$ cat config.mk
export PLATFORM = sky130hd
export DESIGN_NAME = pt_xlate
export DESIGN_NICKNAME = d
export VERILOG_FILES = /design/src/rtl/pt_pkg.sv /design/src/rtl/pt_entry_addr.sv /design/src/rtl/pt_check.sv /design/src/rtl/pt_ctrl.sv /design/src/rtl/pt_xlate.sv
export SDC_FILE = /design/constraint.sdc
export NUM_CORES = 1
export LEC_CHECK = 0
export ABC_AREA = 1
export BUFFER_PORTS_ARGS = -buffer_cell sky130_fd_sc_hd__buf_2
export CAP_MARGIN = 0
export CORE_ASPECT_RATIO = 1.1
export CORE_MARGIN = 1.5
export CORE_UTILIZATION = 35
export DETAILED_ROUTE_END_ITERATION = 12
export SKIP_CTS_REPAIR_TIMING = 1
export SLEW_MARGIN = 20
export SYNTH_ARGS = -nofsm -noshare
export SYNTH_HDL_FRONTEND = slang
export SYNTH_HIERARCHICAL = 1
export SYNTH_SLANG_ARGS = --single-unit
$ cat constraint.sdc
create_clock -name clk -period 3.4 [get_ports clk]
set_input_delay 0.34 -clock clk [delete_from_list [all_inputs] [get_ports clk]]
set_output_delay 0.34 -clock clk [all_outputs]
set_load 0.01 [all_outputs]
$ cat src/rtl/pt_pkg.sv
package pt_pkg;

  typedef enum logic [1:0] {
    ACC_READ  = 2'd0,
    ACC_WRITE = 2'd1,
    ACC_EXEC  = 2'd2,
    ACC_RSVD  = 2'd3
  } acc_e;

  typedef enum logic [1:0] {
    CAUSE_NONE    = 2'd0,
    CAUSE_UNMAPPED = 2'd1,
    CAUSE_ABSENT  = 2'd2,
    CAUSE_DENIED  = 2'd3
  } cause_e;

  typedef enum logic [2:0] {
    ST_IDLE,
    ST_FETCH,
    ST_FWAIT,
    ST_CHECK,
    ST_WBACK,
    ST_WWAIT,
    ST_REPLY
  } xl_state_e;

endpackage

$ cat src/rtl/pt_entry_addr.sv
module pt_entry_addr #(
  parameter int VPN_W       = 2,
  parameter int PA_W        = 7,
  parameter int ENTRY_BYTES = 4
) (
  input  logic [PA_W-1:0]  base_i,
  input  logic [VPN_W-1:0] vpn_i,
  output logic [PA_W-1:0]  addr_o
);
  localparam int SH = $clog2(ENTRY_BYTES);

  // Linear table: one entry per page, entries packed back to back.
  assign addr_o = base_i + (PA_W'(vpn_i) << SH);
endmodule

$ cat src/rtl/pt_check.sv
module pt_check
  import pt_pkg::*;
#(
  parameter int PPN_W = 3,
  parameter int PTE_W = 32
) (
  input  logic [PTE_W-1:0] pte_i,
  input  acc_e             acc_i,
  output cause_e           cause_o,
  output logic             need_wb_o,
  output logic [PPN_W-1:0] ppn_o,
  output logic [PTE_W-1:0] pte_dirty_o
);
  localparam int B_VALID = PPN_W;
  localparam int B_RES   = PPN_W + 1;
  localparam int B_PERM  = PPN_W + 2;
  localparam int N_PERM  = 3;
  localparam int B_DIRTY = PPN_W + 5;

  logic [N_PERM-1:0] perm;
  logic              allowed;

  genvar g;
  generate
    for (g = 0; g < N_PERM; g++) begin : g_perm
      assign perm[g] = pte_i[B_PERM+g];
    end
  endgenerate

  always_comb begin
    allowed = 1'b0;
    for (int k = 0; k < N_PERM; k++) begin
      if (acc_i == acc_e'(k)) allowed = perm[k];
    end
  end

  always_comb begin
    if (!pte_i[B_VALID])    cause_o = CAUSE_UNMAPPED;
    else if (!pte_i[B_RES]) cause_o = CAUSE_ABSENT;
    else if (!allowed)      cause_o = CAUSE_DENIED;
    else                    cause_o = CAUSE_NONE;
  end

  assign need_wb_o   = (cause_o == CAUSE_NONE) && (acc_i == ACC_WRITE) && !pte_i[B_DIRTY];
  assign ppn_o       = pte_i[PPN_W-1:0];
  assign pte_dirty_o = pte_i | (PTE_W'(1) << B_DIRTY);
endmodule

$ cat src/rtl/pt_ctrl.sv
module pt_ctrl
  import pt_pkg::*;
(
  input  logic clk,
  input  logic rst_n,
  input  logic req_valid_i,
  output logic req_ready_o,
  input  logic need_wb_i,
  input  logic mem_ready_i,
  input  logic mem_rsp_i,
  output logic mem_valid_o,
  output logic mem_we_o,
  output logic rsp_valid_o,
  input  logic rsp_ready_i,
  output logic ld_req_o,
  output logic ld_pte_o,
  output logic ld_res_o
);
  xl_state_e state_q, state_d;

  always_comb begin
    state_d     = state_q;
    req_ready_o = 1'b0;
    mem_valid_o = 1'b0;
    mem_we_o    = 1'b0;
    rsp_valid_o = 1'b0;
    ld_req_o    = 1'b0;
    ld_pte_o    = 1'b0;
    ld_res_o    = 1'b0;
    unique case (state_q)
      ST_IDLE: begin
        req_ready_o = 1'b1;
        if (req_valid_i) begin
          ld_req_o = 1'b1;
          state_d  = ST_FETCH;
        end
      end
      ST_FETCH: begin
        mem_valid_o = 1'b1;
        if (mem_ready_i) state_d = ST_FWAIT;
      end
      ST_FWAIT: begin
        if (mem_rsp_i) begin
          ld_pte_o = 1'b1;
          state_d  = ST_CHECK;
        end
      end
      ST_CHECK: begin
        ld_res_o = 1'b1;
        state_d  = need_wb_i ? ST_WBACK : ST_REPLY;
      end
      ST_WBACK: begin
        mem_valid_o = 1'b1;
        mem_we_o    = 1'b1;
        if (mem_ready_i) state_d = ST_WWAIT;
      end
      ST_WWAIT: begin
        if (mem_rsp_i) state_d = ST_REPLY;
      end
      ST_REPLY: begin
        rsp_valid_o = 1'b1;
        if (rsp_ready_i) state_d = ST_IDLE;
      end
      default: state_d = ST_IDLE;
    endcase
  end

  always_ff @(posedge clk or negedge rst_n) begin
    if (!rst_n) state_q <= ST_IDLE;
    else        state_q <= state_d;
  end

  // idle means no memory traffic and no reply
  a_r9_idle_quiet: assert property (@(posedge clk) disable iff (!rst_n)
    req_ready_o |-> (!mem_valid_o && !rsp_valid_o));

  // a stalled memory request keeps its direction
  a_r11_mem_hold: assert property (@(posedge clk) disable iff (!rst_n)
    (mem_valid_o && !mem_ready_i) |=> (mem_valid_o && $stable(mem_we_o)));
endmodule

$ cat src/rtl/pt_xlate.sv
module pt_xlate
  import pt_pkg::*;
#(
  parameter int OFF_W       = 4,
  parameter int VPN_W       = 2,
  parameter int PPN_W       = 3,
  parameter int PTE_W       = 32,
  parameter int ENTRY_BYTES = 4
) (
  input  logic                    clk,
  input  logic                    rst_n,
  input  logic                    base_we,
  input  logic [PPN_W+OFF_W-1:0]  base_wdata,
  input  logic                    req_valid,
  output logic                    req_ready,
  input  logic [VPN_W+OFF_W-1:0]  req_vaddr,
  input  logic [1:0]              req_acc,
  output logic                    rsp_valid,
  input  logic                    rsp_ready,
  output logic                    rsp_fault,
  output logic [1:0]              rsp_cause,
  output logic [PPN_W+OFF_W-1:0]  rsp_paddr,
  output logic                    mem_req_valid,
  input  logic                    mem_req_ready,
  output logic                    mem_req_we,
  output logic [PPN_W+OFF_W-1:0]  mem_req_addr,
  output logic [PTE_W-1:0]        mem_req_wdata,
  input  logic                    mem_rsp_valid,
  input  logic [PTE_W-1:0]        mem_rsp_rdata
);
  localparam int VA_W    = VPN_W + OFF_W;
  localparam int PA_W    = PPN_W + OFF_W;
  localparam int B_DIRTY = PPN_W + 5;

  logic [PA_W-1:0]  base_q;
  logic [VA_W-1:0]  vaddr_q;
  acc_e             acc_q;
  logic [PTE_W-1:0] pte_q;
  logic             fault_q;
  cause_e           cause_q;
  logic [PA_W-1:0]  paddr_q;

  logic             ld_req, ld_pte, ld_res, need_wb;
  cause_e           cause_w;
  logic [PPN_W-1:0] ppn_w;
  logic [PTE_W-1:0] pte_dirty_w;

  pt_entry_addr #(.VPN_W(VPN_W), .PA_W(PA_W), .ENTRY_BYTES(ENTRY_BYTES)) u_eaddr (
    .base_i (base_q),
    .vpn_i  (vaddr_q[VA_W-1:OFF_W]),
    .addr_o (mem_req_addr)
  );

  pt_check #(.PPN_W(PPN_W), .PTE_W(PTE_W)) u_check (
    .pte_i       (pte_q),
    .acc_i       (acc_q),
    .cause_o     (cause_w),
    .need_wb_o   (need_wb),
    .ppn_o       (ppn_w),
    .pte_dirty_o (pte_dirty_w)
  );

  pt_ctrl u_ctrl (
    .clk         (clk),
    .rst_n       (rst_n),
    .req_valid_i (req_valid),
    .req_ready_o (req_ready),
    .need_wb_i   (need_wb),
    .mem_ready_i (mem_req_ready),
    .mem_rsp_i   (mem_rsp_valid),
    .mem_valid_o (mem_req_valid),
    .mem_we_o    (mem_req_we),
    .rsp_valid_o (rsp_valid),
    .rsp_ready_i (rsp_ready),
    .ld_req_o    (ld_req),
    .ld_pte_o    (ld_pte),
    .ld_res_o    (ld_res)
  );

  always_ff @(posedge clk or negedge rst_n) begin
    if (!rst_n)       base_q <= '0;
    else if (base_we) base_q <= base_wdata;
  end

  always_ff @(posedge clk or negedge rst_n) begin
    if (!rst_n) begin
      vaddr_q <= '0;
      acc_q   <= ACC_READ;
    end else if (ld_req) begin
      vaddr_q <= req_vaddr;
      acc_q   <= acc_e'(req_acc);
    end
  end

  always_ff @(posedge clk or negedge rst_n) begin
    if (!rst_n)      pte_q <= '0;
    else if (ld_pte) pte_q <= mem_rsp_rdata;
  end

  always_ff @(posedge clk or negedge rst_n) begin
    if (!rst_n) begin
      fault_q <= 1'b0;
      cause_q <= CAUSE_NONE;
      paddr_q <= '0;
    end else if (ld_res) begin
      fault_q <= (cause_w != CAUSE_NONE);
      cause_q <= cause_w;
      paddr_q <= (cause_w != CAUSE_NONE) ? '0 : {ppn_w, vaddr_q[OFF_W-1:0]};
    end
  end

  assign mem_req_wdata = mem_req_we ? pte_dirty_w : '0;
  assign rsp_fault     = fault_q;
  assign rsp_cause     = cause_q;
  assign rsp_paddr     = paddr_q;

  // a fault carries no address and a real cause
  a_r7_fault_excl: assert property (@(posedge clk) disable iff (!rst_n)
    (rsp_valid && rsp_fault) |-> (rsp_paddr == '0 && rsp_cause != 2'd0));

  // success keeps the requested offset and reports no cause
  a_r1_offset_kept: assert property (@(posedge clk) disable iff (!rst_n)
    (rsp_valid && !rsp_fault) |-> (rsp_cause == 2'd0 &&
      rsp_paddr[OFF_W-1:0] == vaddr_q[OFF_W-1:0]));

  // reply held until taken
  a_r9_rsp_hold: assert property (@(posedge clk) disable iff (!rst_n)
    (rsp_valid && !rsp_ready) |=> (rsp_valid && $stable(rsp_paddr) &&
      $stable(rsp_cause) && $stable(rsp_fault)));

  // stalled memory request keeps its address
  a_r11_addr_stable: assert property (@(posedge clk) disable iff (!rst_n)
    (mem_req_valid && !mem_req_ready) |=> $stable(mem_req_addr));

  // every write-back marks the entry modified
  a_r8_wb_dirty: assert property (@(posedge clk) disable iff (!rst_n)
    (mem_req_valid && mem_req_we) |-> mem_req_wdata[B_DIRTY]);
endmodule

---- Word level (Yosys, flattened, before mapping) ----
Cells that the tools add are included.
word-level totals
  register bits after elaboration ......... 60
  bits of input ports ..................... 54
  output and inout bits ................... 53
  word-level logic and storage cells ...... 57
operators by class
  add/subtract/negate cells ............... 1
  equality and inequality tests ........... 14
  multiplexer cells ....................... 25
  reduce and logical (&&, ||, !) cells .... 9
operators with widths
  cell                  number
  $mux W32              1
  $pmux W3 S7           1
  $mux W3               6
  $mux W1               12
  $ne A2 B2 Y1 const B  6
  $eq A3 B3 Y1 const B  3
  $mux W2               4
  $add A7 B4 Y7         1
  $mux W7               1
  $eq A3 B2 Y1 const B  2
  $reduce_and A6 Y1     1
  $logic_not A2 Y1      2
  $eq A3 B1 Y1 const B  1
  $logic_not A3 Y1      1
  $eq A2 B1 Y1 const B  1
  $eq A2 B2 Y1 const B  1
  $logic_and A1 B1 Y1   2
  $reduce_bool A2 Y1    1
  $reduce_or A2 Y1      1
  $logic_not A1 Y1      1

---- Logic depth before layout (Yosys ltp) ----
  word-level depth ........................ 12
  gate-level depth with buffers ........... 10
  depth with buffers taken out ............ 10

---- By module ----
The synthesis kept the hierarchy.
by module, submodules not included
  module         instances  cells an instance  area an instance (um^2)  sequential area each (um^2)
  pt_xlate       1          321                2,697.6                  1,426.4
  pt_ctrl        1          50                 375.4                    75.1
  pt_check       1          52                 336.6                    0.0
  pt_entry_addr  1          25                 150.1                    0.0

---- Worst setup path after synthesis ----
OpenSTA, ideal clock, no wires.
  path kind ............................... register -> output
  start ................................... register base_q[2]
  end ..................................... output port mem_req_addr[4]
  arrival ................................. 1,236 ps
  required time ........................... 3,060 ps
  slack ................................... 1,824 ps
  stages on the path, launching flop included .. 5
  path buffers ............................ 0
  cells stage by stage .................... dfrtp_1 -> ha_1 -> inv_1 -> fa_1 -> xnor2_1
on the way
  longest elaborated chain between the ends .. 1
RTL lines
  element                 RTL line             text
  from (decl)             pt_xlate.sv:35       logic [PA_W-1:0] base_q;
  from (signal assigned)  pt_xlate.sv:82       else if (base_we) base_q <= base_wdata;
  $add A7 B4 Y7           pt_entry_addr.sv:13  assign addr_o = base_i + (PA_W'(vpn_i) << SH);
  to (decl)               pt_xlate.sv:26       output logic [PPN_W+OFF_W-1:0] mem_req_addr,
No other way between the ends.

---- Final worst setup path ----
  start ................................... register u_ctrl.state_q[0]
  end ..................................... output port mem_req_wdata[15]
on the way
  longest elaborated chain between the ends .. 3
RTL lines
  element                 RTL line         text
  from (decl)             pt_ctrl.sv:19    xl_state_e state_q, state_d;
  from (signal assigned)  pt_ctrl.sv:70    else state_q <= state_d;
  $eq A3 B3 Y1            pt_ctrl.sv:30    unique case (state_q)
  $mux W1                 pt_ctrl.sv:30
  $mux W32                pt_xlate.sv:112  assign mem_req_wdata = mem_req_we ? pte_dirty_w : '0;
  to (decl)               pt_xlate.sv:27   output logic [PTE_W-1:0] mem_req_wdata,
No other way between the ends.

==> metrics.yaml <==
die:
  core_um2: 9889
  pin_count: 107
  die_w_um: 99.16
  die_area_um2: 10790
  num_rows: 38
  fp.dieH_um: 108.8
  start_util_pct: 35.99
sta:
  worstMarginPinSlew_ns: 0.9112
  fmax_mhz: 372.6
  setup_viol: 0
  hold_viol: 0
  final.setup.worst_slack_ns: 0.7165
  finalMaxSlewViolations: 0
  finClkSkew_ns: 0.006152
  timing.final.crit_period_ns: 2.684
  min_period_over_period_pct: 78.93
  fin_tns_setup_ns: 0
  slew_headroom_pct: 38.88
  rsz0062_at_grt: "false"
power:
  power_per_cell_area_nw_per_um2: 758.6
  peakVddDrop_v: 0.0003118
  leakagePower_nw: 2.463
critical_path:
  rr_startpoint: "u_ctrl/state_q[1]$_DFFE_PN0P_"
  arrival_ns: 2.34
  timing.rr.end: "pte_q[31]$_DFFE_PN0P_"
  required_ns: 3.06
  crit_type: "flop to output pin"
  cp-end-kind: "output pin"
  r2r_cells: 5
  startpoint_type: "flop"
  r2r_setup_slack_ns: 1.46
  crit_path_max_fanout: 33
yosys:
  synth_compound_area_share_pct: 10.69
  synth_area_um2: 3560
  ys_ff_latch: 60
  synthAdderAreaFrac_pct: 1.265
  muxShareOfSynthArea_pct: 0
  synthTopCellsByArea: "dfrtp_1 42%, nand2_1 14%, inv_1 11%, buf_4 8.4%, o21ai_2 7.4%"
  synthXorXnorAreaFrac_pct: 0.2460
  ys_seq_area_share_pct: 42.18
  synth_top_cell_by_area: "dfrtp_1"
  synth_cell_types: 29
  syn_inst: 448
  synth_top_area_share_pct: 42.18
  synth_top_family_by_area: "buffers and inverters"
  synth-simple-area-share_pct: 21.02
  avgSynthCellArea_um2: 7.946
  syn-num-nets: 505
  yosys_warnings: 6
cells_and_area:
  layout-drive-gt1-share_pct: 33.98
  final_cell_mix: "129 x nand2_1, 106 x buf_2, 101 x inv_1, 60 x dfrtp_1, 30 x o21ai_2"
  multi_input_area_um2: 1199
  fillCellCount: 1029
  ff_latch_area_um2: 1501
  fin_nets: 570
  layout_commonest_cell: "nand2_1"
  area_growth_pct: 12.30
  diodes: 0
clock_network:
  htree_levels: 3
  insertion_delay_ns: 0.33
  clock_path_buffers: 2
  clk_pin_slew_worst_paths_ns: 0.06
  clockRootBuffer: "clkbuf_8"
  cts_tree: "done"
  numCtsBuffers: 9
  cts.sinks: 60
global_routing:
  antenna_found_initial: 0
  grt_first_pass_wirelength_um: 11470
  grt_start_max_net_pins: 43
  track_usage_pct: 13.70
  grt_pass1_vias: 2536
  overflow: 0
detailed_routing:
  drtIter0Drc: 72
  wirelength_um: 6796
  ant_nets: 0
  vias_per_cell: 4.248
  dr.pass1.iters: 4
  drc: 0
  vias: 2710
  wl_per_cell_um: 10.65
flow_run:
  cap_violations: 0
place:
  dp_hpwl_um: 5079
  post-place-ws_ns: 1.113
  gp_congestion: 0.7457
  portBuffers: 106
hold_path:
  worstHoldPathType: "input pin to async pin"
status:
  status: "complete, no violations"
logic make-up after synthesis:
kind of cell	after synthesis
flops	60
other cells	1
buf+inv	162
simple gates	168
fa+ha+maj	3
xor+xnor	1
compound gates	53
stage by stage:
step	area [µm²]	hold WS [ns]	power [W]	util, %	cells
after global placement	3816	0.4619	0.002443	38.59	622
after floorplan	3560	0.04441	0.002469	-	448
after global routing	3998	0.2004	0.003317	40.42	638
after CTS	3998	0.1553	0.003094	40.42	638
after detailed placement	3816	0.4640	0.002483	38.59	622
final	3998	0.1284	0.003032	40.42	638
power breakdown:
part / total, W / internal, W / switching (W)
clock network: 0.000587 / 0.000324 / 0.000263
registers: 0.00125 / 0.00101 / 0.000239
logic: 0.00120 / 0.000474 / 0.000722
cells in the mapped netlist:
library cell	n
a21oi_1	1
buf_12	1
buf_2	1
buf_4	40
buf_6	11
buf_8	1
conb_1	1
dfrtp_1	60
fa_1	1
ha_1	2
inv_1	102
inv_2	5
inv_4	1
nand2_1	129
nand2_2	4
nand2_4	4
nand3_1	9
nand3_2	4
nand4_1	3
nor2_1	8
nor2_2	3
nor2_4	1
nor2_8	1
nor3_1	2
o21a_1	1
o21ai_0	19
o21ai_1	2
o21ai_2	30
xnor2_1	1
how the worst max path moves through the flow:
stage / from / end / slack, ns
5_1_grt: u_ctrl/state_q[0]$_DFFE_PN0P_ / mem_req_wdata[13] / 0.35
4_1_cts: u_ctrl/state_q[0]$_DFFE_PN0P_ / mem_req_wdata[3] / 0.73
3_3_place_gp: u_ctrl/state_q[0]$_DFFE_PN0P_ / mem_req_wdata[0] / 1.13
2_1_floorplan: base_q[2]$_DFFE_PN0P_ / mem_req_addr[4] / 1.82
6_report: u_ctrl/state_q[0]$_DFFE_PN0P_ / mem_req_wdata[15] / 0.72
3_5_place_dp: u_ctrl/state_q[0]$_DFFE_PN0P_ / mem_req_wdata[3] / 1.11
critical path, cell delays in order, from the launching register on:
cell and delay, ns:
dfrtp_1 0.64, nor2_8 0.08, nand2_4 0.09, clkinv_1 0.71
nand2_1 0.26, inv_1 0.06, buf_2 0.14
sequential cells by signal (all words and copies together), names as in the netlist:
signal          cells
rsp_cause           2
vaddr_q             6
rsp_paddr           7
acc_q               2
u_ctrl/state_q      3
pte_q              32
rsp_fault           1
base_q              7
final cells by class:
type / instances / share of cell area, %
tap: 120 / 3.756
multi-input combinational: 226 / 29.98
timing repair buffer: 108 / 13.96
clock buffer: 15 / 4.413
clock inverter: 1 / 0.1252
sequential: 60 / 37.56
inverter: 108 / 10.20
per-layer routing:
| layer | vias up | part of all wire, % | track usage, % |
|---|---|---|---|
| met4 | 0 | 2.0 | 6.137 |
| met5 | - | 0 | 0 |
| met2 | 82 | 44 | 20.99 |
| met1 | 1202 | 48 | 17.99 |
| li1 | 1414 | - | - |
| met3 | 12 | 6.5 | 4.038 |
Note: power is estimated with default switching activity, not from simulation.
